$ cat config.mk
export PLATFORM = sky130hd
export DESIGN_NAME = sgdma_engine
export DESIGN_NICKNAME = d
export VERILOG_FILES = /design/src/rtl/sgdma_pkg.sv /design/src/rtl/sgdma_desc_dec.sv /design/src/rtl/sgdma_span.sv /design/src/rtl/sgdma_lane_en.sv /design/src/rtl/sgdma_engine.sv
export SDC_FILE = /design/constraint.sdc
export NUM_CORES = 1
export LEC_CHECK = 0
export BUFFER_PORTS_ARGS = -buffer_cell sky130_fd_sc_hd__buf_2
export CORE_AREA = 2 2 231 176
export DETAILED_ROUTE_END_ITERATION = 10
export DIE_AREA = 0 0 233 178
export HOLD_SLACK_MARGIN = 0.08
export PLACE_DENSITY_LB_ADDON = 0.3
export REMOVE_ABC_BUFFERS = 1
export SKIP_LAST_GASP = 1
export SLEW_MARGIN = 10
export SYNTH_ARGS = -nofsm -noshare
export SYNTH_HDL_FRONTEND = slang
export SYNTH_SLANG_ARGS = --single-unit
$ cat constraint.sdc
create_clock -name clk -period 3.75 [get_ports clk]
set_input_delay 0.5625 -clock clk [delete_from_list [all_inputs] [get_ports clk]]
set_output_delay 0.5625 -clock clk [all_outputs]
set_load 0.005 [all_outputs]
$ cat src/rtl/sgdma_pkg.sv
package sgdma_pkg;
   typedef enum logic [1:0] {
      ST_IDLE  = 2'd0,
      ST_DESC0 = 2'd1,
      ST_DESC1 = 2'd2,
      ST_MOVE  = 2'd3
   } sg_state_t;

   localparam int LANES      = 4;
   localparam int HALVES     = LANES / 2;
   localparam int ENTRY_SIZE = 8;
endpackage

$ cat src/rtl/sgdma_desc_dec.sv
module sgdma_desc_dec #(
   parameter int ADDR_W = 32,
   parameter int CNT_W  = 16
) (
   input  logic [31:0]       word0,
   input  logic [31:0]       word1,
   output logic [ADDR_W-1:0] base,
   output logic [CNT_W:0]    bytes,
   output logic              last
);
   logic [CNT_W-2:0] half_cnt;
   logic             unused_bits;

   assign half_cnt    = word1[CNT_W-1:1];
   assign base        = {word0[ADDR_W-1:1], 1'b0};
   assign bytes       = (half_cnt == '0) ? {1'b1, {CNT_W{1'b0}}}
                                         : {1'b0, half_cnt, 1'b0};
   assign last        = word1[31];
   assign unused_bits = ^{word0, word1};
endmodule

$ cat src/rtl/sgdma_span.sv
module sgdma_span #(
   parameter int ADDR_W     = 32,
   parameter int CNT_W      = 16,
   parameter int LINE_BYTES = 64,
   parameter bit RD_ROUND   = 1'b1
) (
   input  logic [ADDR_W-1:0] base,
   input  logic [CNT_W:0]    bytes,
   input  logic              is_wr,
   output logic [ADDR_W-1:0] first,
   output logic [ADDR_W:0]   limit,
   output logic [ADDR_W:0]   stop
);
   localparam logic [ADDR_W:0] DW_MASK = (ADDR_W+1)'(3);

   logic [ADDR_W:0] wr_stop;
   logic [ADDR_W:0] rd_stop;

   assign first   = {base[ADDR_W-1:2], 2'b00};
   assign limit   = {1'b0, base} + (ADDR_W+1)'(bytes);
   assign wr_stop = (limit + DW_MASK) & ~DW_MASK;

   if (RD_ROUND) begin : g_line
      localparam logic [ADDR_W:0] LN_MASK = (ADDR_W+1)'(LINE_BYTES - 1);
      assign rd_stop = (limit + LN_MASK) & ~LN_MASK;
   end else begin : g_exact
      assign rd_stop = wr_stop;
   end

   assign stop = is_wr ? wr_stop : rd_stop;
endmodule

$ cat src/rtl/sgdma_lane_en.sv
module sgdma_lane_en
   import sgdma_pkg::*;
#(
   parameter int ADDR_W = 32
) (
   input  logic [ADDR_W-1:0] cur,
   input  logic [ADDR_W-1:0] base,
   input  logic [ADDR_W:0]   limit,
   input  logic              is_wr,
   output logic [LANES-1:0]  be
);
   logic [HALVES-1:0] half_ok;
   logic [LANES-1:0]  wr_be;

   for (genvar h = 0; h < HALVES; h++) begin : g_half
      logic [ADDR_W:0] lo_b;
      logic [ADDR_W:0] hi_b;
      assign lo_b       = {1'b0, cur} + (ADDR_W+1)'(2 * h);
      assign hi_b       = lo_b + (ADDR_W+1)'(2);
      assign half_ok[h] = (lo_b >= {1'b0, base}) && (hi_b <= limit);
      assign wr_be[2*h +: 2] = {2{half_ok[h]}};
   end

   assign be = is_wr ? wr_be : {LANES{1'b1}};
endmodule

$ cat src/rtl/sgdma_engine.sv
module sgdma_engine
   import sgdma_pkg::*;
#(
   parameter int ADDR_W     = 32,
   parameter int CNT_W      = 16,
   parameter int LINE_BYTES = 64,
   parameter bit RD_ROUND   = 1'b1
) (
   input  logic              clk,
   input  logic              rst_n,
   input  logic              run,
   input  logic              dir_wr,
   input  logic [ADDR_W-1:0] tbl_ptr,
   output logic              busy,
   output logic              mreq,
   output logic              mdesc,
   output logic              mwe,
   output logic [ADDR_W-1:0] maddr,
   output logic [3:0]        mbe,
   input  logic              mgnt,
   input  logic [31:0]       mrdata,
   output logic              rgn_load,
   output logic [CNT_W:0]    rgn_bytes
);
   localparam logic [ADDR_W-1:0] ENTRY_STEP = ADDR_W'(ENTRY_SIZE);
   localparam logic [ADDR_W-1:0] ENTRY_MASK = ADDR_W'(ENTRY_SIZE - 1);
   localparam logic [ADDR_W:0]   DW_STEP    = (ADDR_W+1)'(LANES);

   if (ADDR_W < 16 || ADDR_W > 32) begin : g_bad_addr
      $error("sgdma_engine: ADDR_W must lie in 16..32");
   end
   if (CNT_W < 2 || CNT_W > 31 || CNT_W + 1 > ADDR_W) begin : g_bad_cnt
      $error("sgdma_engine: CNT_W out of range");
   end
   if (LINE_BYTES < LANES || (LINE_BYTES & (LINE_BYTES - 1)) != 0) begin : g_bad_line
      $error("sgdma_engine: LINE_BYTES must be a power of two of at least 4");
   end

   sg_state_t         state;
   logic              run_q;
   logic              wr_q;
   logic              eot_q;
   logic [ADDR_W-1:0] ptr;
   logic [ADDR_W-1:0] cur;
   logic [ADDR_W-1:0] base_q;
   logic [ADDR_W:0]   limit_q;
   logic [ADDR_W:0]   stop_q;
   logic [31:0]       word0_q;

   logic [ADDR_W-1:0] dec_base;
   logic [CNT_W:0]    dec_bytes;
   logic              dec_last;
   logic [ADDR_W-1:0] sp_first;
   logic [ADDR_W:0]   sp_limit;
   logic [ADDR_W:0]   sp_stop;
   logic [3:0]        lane_be;
   logic              final_dw;

   sgdma_desc_dec #(.ADDR_W(ADDR_W), .CNT_W(CNT_W)) u_dec (
      .word0 (word0_q),
      .word1 (mrdata),
      .base  (dec_base),
      .bytes (dec_bytes),
      .last  (dec_last)
   );

   sgdma_span #(.ADDR_W(ADDR_W), .CNT_W(CNT_W), .LINE_BYTES(LINE_BYTES),
                .RD_ROUND(RD_ROUND)) u_span (
      .base  (dec_base),
      .bytes (dec_bytes),
      .is_wr (wr_q),
      .first (sp_first),
      .limit (sp_limit),
      .stop  (sp_stop)
   );

   sgdma_lane_en #(.ADDR_W(ADDR_W)) u_lane (
      .cur   (cur),
      .base  (base_q),
      .limit (limit_q),
      .is_wr (wr_q),
      .be    (lane_be)
   );

   assign final_dw = ({1'b0, cur} + DW_STEP) >= stop_q;

   always_ff @(posedge clk) begin
      if (!rst_n) begin
         state     <= ST_IDLE;
         run_q     <= 1'b0;
         busy      <= 1'b0;
         wr_q      <= 1'b0;
         eot_q     <= 1'b0;
         ptr       <= '0;
         cur       <= '0;
         base_q    <= '0;
         limit_q   <= '0;
         stop_q    <= '0;
         word0_q   <= '0;
         rgn_load  <= 1'b0;
         rgn_bytes <= '0;
      end else begin
         run_q    <= run;
         rgn_load <= 1'b0;
         if (!run) begin
            state <= ST_IDLE;
            busy  <= 1'b0;
         end else begin
            unique case (state)
               ST_IDLE: begin
                  if (!run_q) begin
                     state <= ST_DESC0;
                     busy  <= 1'b1;
                     ptr   <= tbl_ptr & ~ENTRY_MASK;
                     wr_q  <= dir_wr;
                  end
               end
               ST_DESC0: begin
                  if (mgnt) begin
                     word0_q <= mrdata;
                     state   <= ST_DESC1;
                  end
               end
               ST_DESC1: begin
                  if (mgnt) begin
                     base_q    <= dec_base;
                     eot_q     <= dec_last;
                     cur       <= sp_first;
                     limit_q   <= sp_limit;
                     stop_q    <= sp_stop;
                     rgn_load  <= 1'b1;
                     rgn_bytes <= dec_bytes;
                     ptr       <= ptr + ENTRY_STEP;
                     state     <= ST_MOVE;
                  end
               end
               ST_MOVE: begin
                  if (mgnt) begin
                     cur <= cur + ADDR_W'(LANES);
                     if (final_dw) begin
                        if (eot_q) begin
                           state <= ST_IDLE;
                           busy  <= 1'b0;
                        end else begin
                           state <= ST_DESC0;
                        end
                     end
                  end
               end
               default: state <= ST_IDLE;
            endcase
         end
      end
   end

   always_comb begin
      mreq  = (state != ST_IDLE);
      mdesc = (state == ST_DESC0) || (state == ST_DESC1);
      mwe   = (state == ST_MOVE) && wr_q;
      unique case (state)
         ST_DESC0: maddr = ptr;
         ST_DESC1: maddr = {ptr[ADDR_W-1:3], 3'b100};
         default:  maddr = cur;
      endcase
      mbe = (state == ST_MOVE) ? lane_be : 4'hF;
   end
endmodule

==> results of run 1 <==
-- stage by stage --
stage               worst slack (ns)  cells  total power, mW
detailed placement            -0.437   2829             3.08
global placement              -0.287   2829             3.06
global route                  -0.587   2895             5.75
finish                        -0.436   2895             5.52
CTS                           -0.448   2882             5.55
floorplan                      -1.72   1979             2.75
-- worst min-delay path: cells and delay by family --
| kind | cells | cell delay (ns) |
|---|---|---|
| and+or+nand+nor | 1 | 0.04 |
| AOI/OAI and AO/OA | 1 | 0.05 |
| buffers and inverters | 1 | 0.10 |
-- cells in the final DEF, fill, tap and decap left out, types with 6 or more instances in the layout --
cell type | synthesis | layout
and3_1 | 17 | 15
buf_2 | 8 | 119
or3_1 | 10 | 10
nand4_1 | 60 | 60
nor3b_1 | 6 | 6
nand2b_1 | 16 | 12
o21a_1 | 19 | 19
nand2_1 | 344 | 342
a211oi_1 | 50 | 48
a221oi_1 | 9 | 8
a21o_1 | 36 | 36
dfxtp_1 | 207 | 194
clkbuf_8 | 0 | 7
buf_4 | 5 | 223
o21ai_1 | 3 | 11
o21ai_0 | 127 | 117
buf_6 | 0 | 8
xor2_1 | 19 | 18
a21oi_2 | 1 | 14
and4_1 | 7 | 6
dfxtp_2 | 0 | 11
mux2i_1 | 8 | 8
and2_1 | 18 | 17
nand3_1 | 61 | 54
a21oi_1 | 234 | 220
ha_1 | 179 | 173
xnor2_1 | 78 | 74
or2_2 | 7 | 7
inv_1 | 147 | 144
nor2_1 | 140 | 138
nor2b_1 | 21 | 21
nor4_1 | 18 | 12
o22ai_1 | 15 | 15
nor3_1 | 32 | 29
a31oi_1 | 10 | 9
clkbuf_16 | 0 | 25
o211ai_1 | 13 | 13
-- worst min path at each step --
stage                       from  slack, ns  depth (start not counted)            to
finish                mrdata[29]       0.26                          3   word0_q[29]
global route          mrdata[17]       0.27                          3   word0_q[17]
CTS                   mrdata[29]       0.25                          3   word0_q[29]
detailed placement     stop_q[8]       0.45                          2     stop_q[8]
global placement    rgn_bytes[6]       0.44                          2  rgn_bytes[6]
floorplan              stop_q[8]       0.43                          2     stop_q[8]
-- sequential cells by signal (all words and copies together), names as in the netlist --
signal     cells
ptr           29
stop_q        31
rgn_load       1
busy           1
limit_q       32
wr_q           1
run_q          1
cur           30
word0_q       31
rgn_bytes     16
eot_q          1
base_q        31
state          2
-- cells by family after synthesis --
group	after synthesis	synth area share [%]
AND/OR/NAND/NOR	771	23.0
flip-flops	207	26.8
buffers and inverters	308	7.66
adder cells (fa/ha/maj)	180	14.6
multiplexers	9	0.590
other	1	0.0242
XOR/XNOR	97	5.49
AO/OA/AOI/OAI	564	21.8
-- report_power, final --
group          switching, mW  internal, mW
registers             0.0625          2.25
clock network           1.01          1.43
logic                  0.454         0.313
-- routing by layer --
| metal | up-vias | track usage (%) |
|---|---|---|
| li1 | 7854 | - |
| met1 | 7561 | 33.8 |
| met2 | 407 | 40.3 |
| met3 | 82 | 3.87 |
| met4 | 0 | 6.48 |
| met5 | - | 0 |
-- cell type report --
type | count | share of cell area [%]
multi-input combinational | 1625 | 55.3
sequential | 207 | 21.7
timing repair buffer | 352 | 12.5
clock buffer | 35 | 3.82
tap | 520 | 3.39
inverter | 147 | 2.90
clock inverter | 9 | 0.430
-- repair_timing --
| item | CTS | global route |
|---|---|---|
| gates resized for setup | 44 | 69 |
| pin swaps | 20 | 35 |
| setup endpoints to repair | 7 | 22 |
| buffers inserted | 9 | 13 |
==> flow_summary.ini, run 1 <==
[run_status]
violations = negative setup slack
outcome = finished with violations

[sta]
finalHoldViolations = 0
worstMarginPinSlew_ns = 1.09
finalCritPeriodShare_pct = 112
setup_viol = 2
skew_ns = 0.0166
finalWorstSetupSlack_ns = -0.436
slew_violations = 0
rsz0062_at_grt = true
holdWs_ns = 0.258
relSlewSlack_pct = 27.3
min_period_ns = 4.19
fin_setup_tns_ns = -0.872
max_freq_mhz = 239

[synth]
synth_edf_count = 0
synth_largest_area_cell = dfxtp_1
seq_area_frac_synth_pct = 26.8
netlist.area_leader.share_pct = 26.8
avgSynthCellArea_um2 = 7.24
netlist_instances = 2137
yosys_warnings = 0
synth_cell_types = 72
synth_async_sr_flop_share_pct = 0
syn_area_um2 = 15500
synthFlopType = dfxtp_1
synth_most_common_cell = nand2_1
synth_area_leaders = dfxtp_1, ha_1, nand2_1, a21oi_1, xnor2_1
synthTopCellsByCount = nand2_1, a21oi_1, dfxtp_1
synth_seq_cells = 207

[critical_path]
crit_cells = 14
r2r_cells = 21
slowest_delay_ns = 0.41
cp_max_fo = 6
path_cells = ha_2 > ha_1 > a21o_1 > a21o_1 > a21o_1 > a21o_1 > a211o_1 > a21oi_2 > buf_4 > nor3_1 > o21ai_2 > o2111ai_4 > a21oi_2 > buf_2
worstSetupPathType = flop to primary output
arrival_ns = 3.62
cp.required_ns = 3.19
crit_path_start_kind = flop
r2r_setup_slack_ns = 0.07
crit_path_end = mbe[2]
cp_num_buf_inv = 2
regToRegEndpoint = state[1]
worstSetupStartpoint = cur[2]
path_delay_family = compound AO/OA/AOI/OAI gates
r2r_start = cur[20]
slowest_stage = dfxtp_4
end_kind = primary output
worst_path_most_repeated_cell = a21o_1

[final_layout]
drive_above_1_share_pct = 20.7
seqCellArea_um2 = 4170
diodes = 0
syn2layout_area_growth_pct = 24.0
fin_area_um2 = 19200
multiInputGateArea_um2 = 10600
finish.utilization_pct = 49.0
nNetsFinal = 2606
fillCellCount = 3847

[route]
wl_per_cell_um = 17.9
drtIter0Drc = 1227
drt-met1-wl_mm = 24.0
dr_wl_met2_mm = 23.5
wl_mm = 51.7
wl_met3_mm = 2.79
firstDrtPassIters = 5
avgViaCountPerCell = 5.49
ant_nets = 0
drc = 0
top_layer_used = met4
vias = 15900

[power_and_ir_drop]
p_leak_nw = 7.79
cellPowerDensity_nw_per_um2 = 288
irDropWorstVdd_uv = 264

[clock_network]
cts_tree = done
clk_path_buf_depth = 3
cts_made_buffers = 24
htreeDepth = 1
clk_pin_slew_ns = 0.06
cts_hold_buf = 0
clock-sinks = 207
insertion_delay_ns = 0.54
root_buffer = clkbuf_16

[global_route]
first_global_vias = 15200
antenna_found_initial = 0
grt_usage_pct = 24.7
grt_pass1_wl_mm = 81.1
grt_max_degree = 93
overflow = 0

[place]
placed_area_um2 = 17700
gp_congestion = 0.920
portBuffers = 119
dpl.hpwl_mm = 39.1

[hold_path]
min_path_type = input pin to flop

[die]
dieWidth_um = 233
io_pins = 127
fp.dieArea_um2 = 41500
fp.coreArea_um2 = 39200
rows = 63
die_y_um = 178
start_util_pct = 39.5

[run]
cap_violations = 0
No activity file was read; power rests on OpenSTA's default activity.
==> run 2, diff against run 1 <==
--- a/config.mk
+++ b/config.mk
@@ -6,9 +6,9 @@
 export NUM_CORES = 1
 export LEC_CHECK = 0
 export BUFFER_PORTS_ARGS = -buffer_cell sky130_fd_sc_hd__buf_2
-export CORE_AREA = 2 2 231 176
+export CORE_AREA = 3 3 232 177
 export DETAILED_ROUTE_END_ITERATION = 10
-export DIE_AREA = 0 0 233 178
+export DIE_AREA = 0 0 235 180
 export HOLD_SLACK_MARGIN = 0.08
 export PLACE_DENSITY_LB_ADDON = 0.3
 export REMOVE_ABC_BUFFERS = 1
@@ -17,3 +17,4 @@
 export SYNTH_ARGS = -nofsm -noshare
 export SYNTH_HDL_FRONTEND = slang
 export SYNTH_SLANG_ARGS = --single-unit
+export TNS_END_PERCENT = 5
==> run 2 against run 1 <==
  * The run still ends with negative setup slack left
  * Sequential share of layout area is 0.45 points higher
  * Routed wire length decreased by 0.84%
  * Register-to-register slack got worse by 0.23 ns
  * Sequential cell count did not move
  * Non-clock buffer count shrank 27
  * Sequential power about the same
  * Largest power group unchanged
==> flow_summary.ini, run 2 (synthesized netlist as in run 1, its figures left out) <==
[run_status]
outcome = finished with violations
violations = negative setup slack

[place]
gp_congestion = 0.989
dpl.hpwl_mm = 39.0
portBuffers = 119

[sta]
finalWorstSetupSlack_ns = -0.462
finalHoldViolations = 0
relSlewSlack_pct = 20.3
finalCritPeriodShare_pct = 112
slew_violations = 0
max_freq_mhz = 237
setup_viol = 10
holdWs_ns = 0.236
fin_setup_tns_ns = -1.73
min_period_ns = 4.21
rsz0062_at_grt = true
worstMarginPinSlew_ns = 1.20
skew_ns = 0.0222

[final_layout]
finish.utilization_pct = 47.9
largest_reg_flops = 32
syn2layout_area_growth_pct = 21.3
drive_above_1_share_pct = 18.1
nNetsFinal = 2580
diodes = 0
multiInputGateArea_um2 = 10300
seqCellArea_um2 = 4160
layout_common_cells = nand2_1, a21oi_1, buf_4
layout_commonest_cell = nand2_1
fillCellCount = 3889
largest_register = limit_q

[clock_network]
cts_made_buffers = 25
root_buffer = clkbuf_16
htreeDepth = 1
insertion_delay_ns = 0.56
clock-sinks = 207
cts_tree = done
cts_hold_buf = 0
clk_pin_slew_ns = 0.06
clk_path_buf_depth = 3

[critical_path]
worstSetupPathType = flop to primary output
r2r_start = cur[2]
cp_max_fo = 6
slowest_stage = dfxtp_4
cp_num_buf_inv = 1
crit_path_start_kind = flop
path_cells = ha_1 > ha_1 > a21o_1 > a21o_1 > a21o_1 > a21o_1 > a211o_1 > a21oi_2 > nor3_1 > o21ai_2 > o2111ai_2 > a21oi_2 > buf_2
path_delay_family = compound AO/OA/AOI/OAI gates
end_kind = primary output
r2r_cells = 20
slowest_delay_ns = 0.38
worst_path_most_repeated_cell = a21o_1
cp.required_ns = 3.19
r2r_setup_slack_ns = -0.16
arrival_ns = 3.65
regToRegEndpoint = state[0]

[die]
rows = 63
fp.dieArea_um2 = 42300
fp.coreArea_um2 = 39200
start_util_pct = 39.5
io_pins = 127
dieWidth_um = 235
die_y_um = 180

[hold_path]
min_path_type = input pin to flop
min_from = dir_wr
min_to = wr_q
hold_depth = 3

[power_and_ir_drop]
pwr-share-clk_pct = 47.5
swShare_pct = 27.2
pwr-share-seq_pct = 39.8
cellPowerDensity_nw_per_um2 = 310
internal_power_mw = 4.23
p_leak_nw = 7.58
p_switching_mw = 1.58
total_power_mw = 5.81
irDropWorstVdd_uv = 305
p_comb_share_pct = 12.6

[global_route]
first_global_vias = 15100
grt_pass1_wl_mm = 81.0
antenna_found_initial = 0
grt_usage_pct = 23.4
overflow = 0
grt_max_degree = 98

[route]
wl_per_cell_um = 17.9
ant_nets = 0
drtIter0Drc = 1256
avgViaCountPerCell = 5.47
wl_mm = 51.3
firstDrtPassIters = 5
drc = 0
vias = 15700

[run]
cap_violations = 0
## run 2: routing by layer
metal / vias to the layer above / GRT usage, % / routed length, um
met5: - / 0 / 0
met4: 0 / 5.63 / 1260
met3: 80 / 3.01 / 2830
met2: 436 / 38.6 / 23200
met1: 7396 / 32.5 / 23900
li1: 7795 / - / -
## run 2: area by class of cell
class	count	area share (%)
flip-flops and latches	207	22.2
clock inverters	19	1.41
repair buffers	325	11.6
clock buffers	27	3.48
multi-input cells	1625	54.9
inverters	147	2.97
well taps	520	3.47
## run 2: stage by stage
| stage | cells | instance area, um2 | setup WS [ns] |
|---|---|---|---|
| global route | 2870 | 18800 | -0.667 |
| floorplan | 1979 | 14900 | -1.72 |
| CTS | 2868 | 18700 | -0.397 |
| global placement | 2815 | 17600 | -0.277 |
| finish | 2870 | 18800 | -0.462 |
| detailed placement | 2815 | 17600 | -0.347 |
## run 2: power by group through the flow
stage                     Combinational, mW  Clock [mW]  Sequential (mW)
final                                 0.735        2.76             2.31
after global routing                  0.812        2.91             2.32
after CTS                             0.727        2.81             2.31
after detailed placement              0.714           0             2.36
after global placement                0.699           0             2.36
after floorplan                       0.404           0             2.35
## run 2: worst max path at each step
stage	from	endpoint	slack [ns]	depth (start not counted)
final	cur[2]	mbe[3]	-0.46	13
after floorplan	state[0]	cur[24]	-1.72	6
after CTS	cur[4]	mbe[3]	-0.40	20
after global placement	mrdata[1]	stop_q[24]	-0.28	14
after detailed placement	mrdata[2]	stop_q[27]	-0.35	14
after global routing	cur[5]	mbe[3]	-0.67	20
## run 2: timing repair
action,in CTS,in global routing
resized for setup,38,7
setup buffers,7,2
endpoints found under the hold margin,0,0
pin swaps,16,10
endpoints found under the setup margin,7,22
## run 2: worst register-to-register path: cells and delay by family (launching register included)
family / cells / cell delay [ns]
compound gates: 6 / 0.98
flops: 1 / 0.40
fa+ha+maj: 2 / 0.52
simple gates: 8 / 1.12
xor+xnor: 1 / 0.25
buf+inv: 3 / 0.56
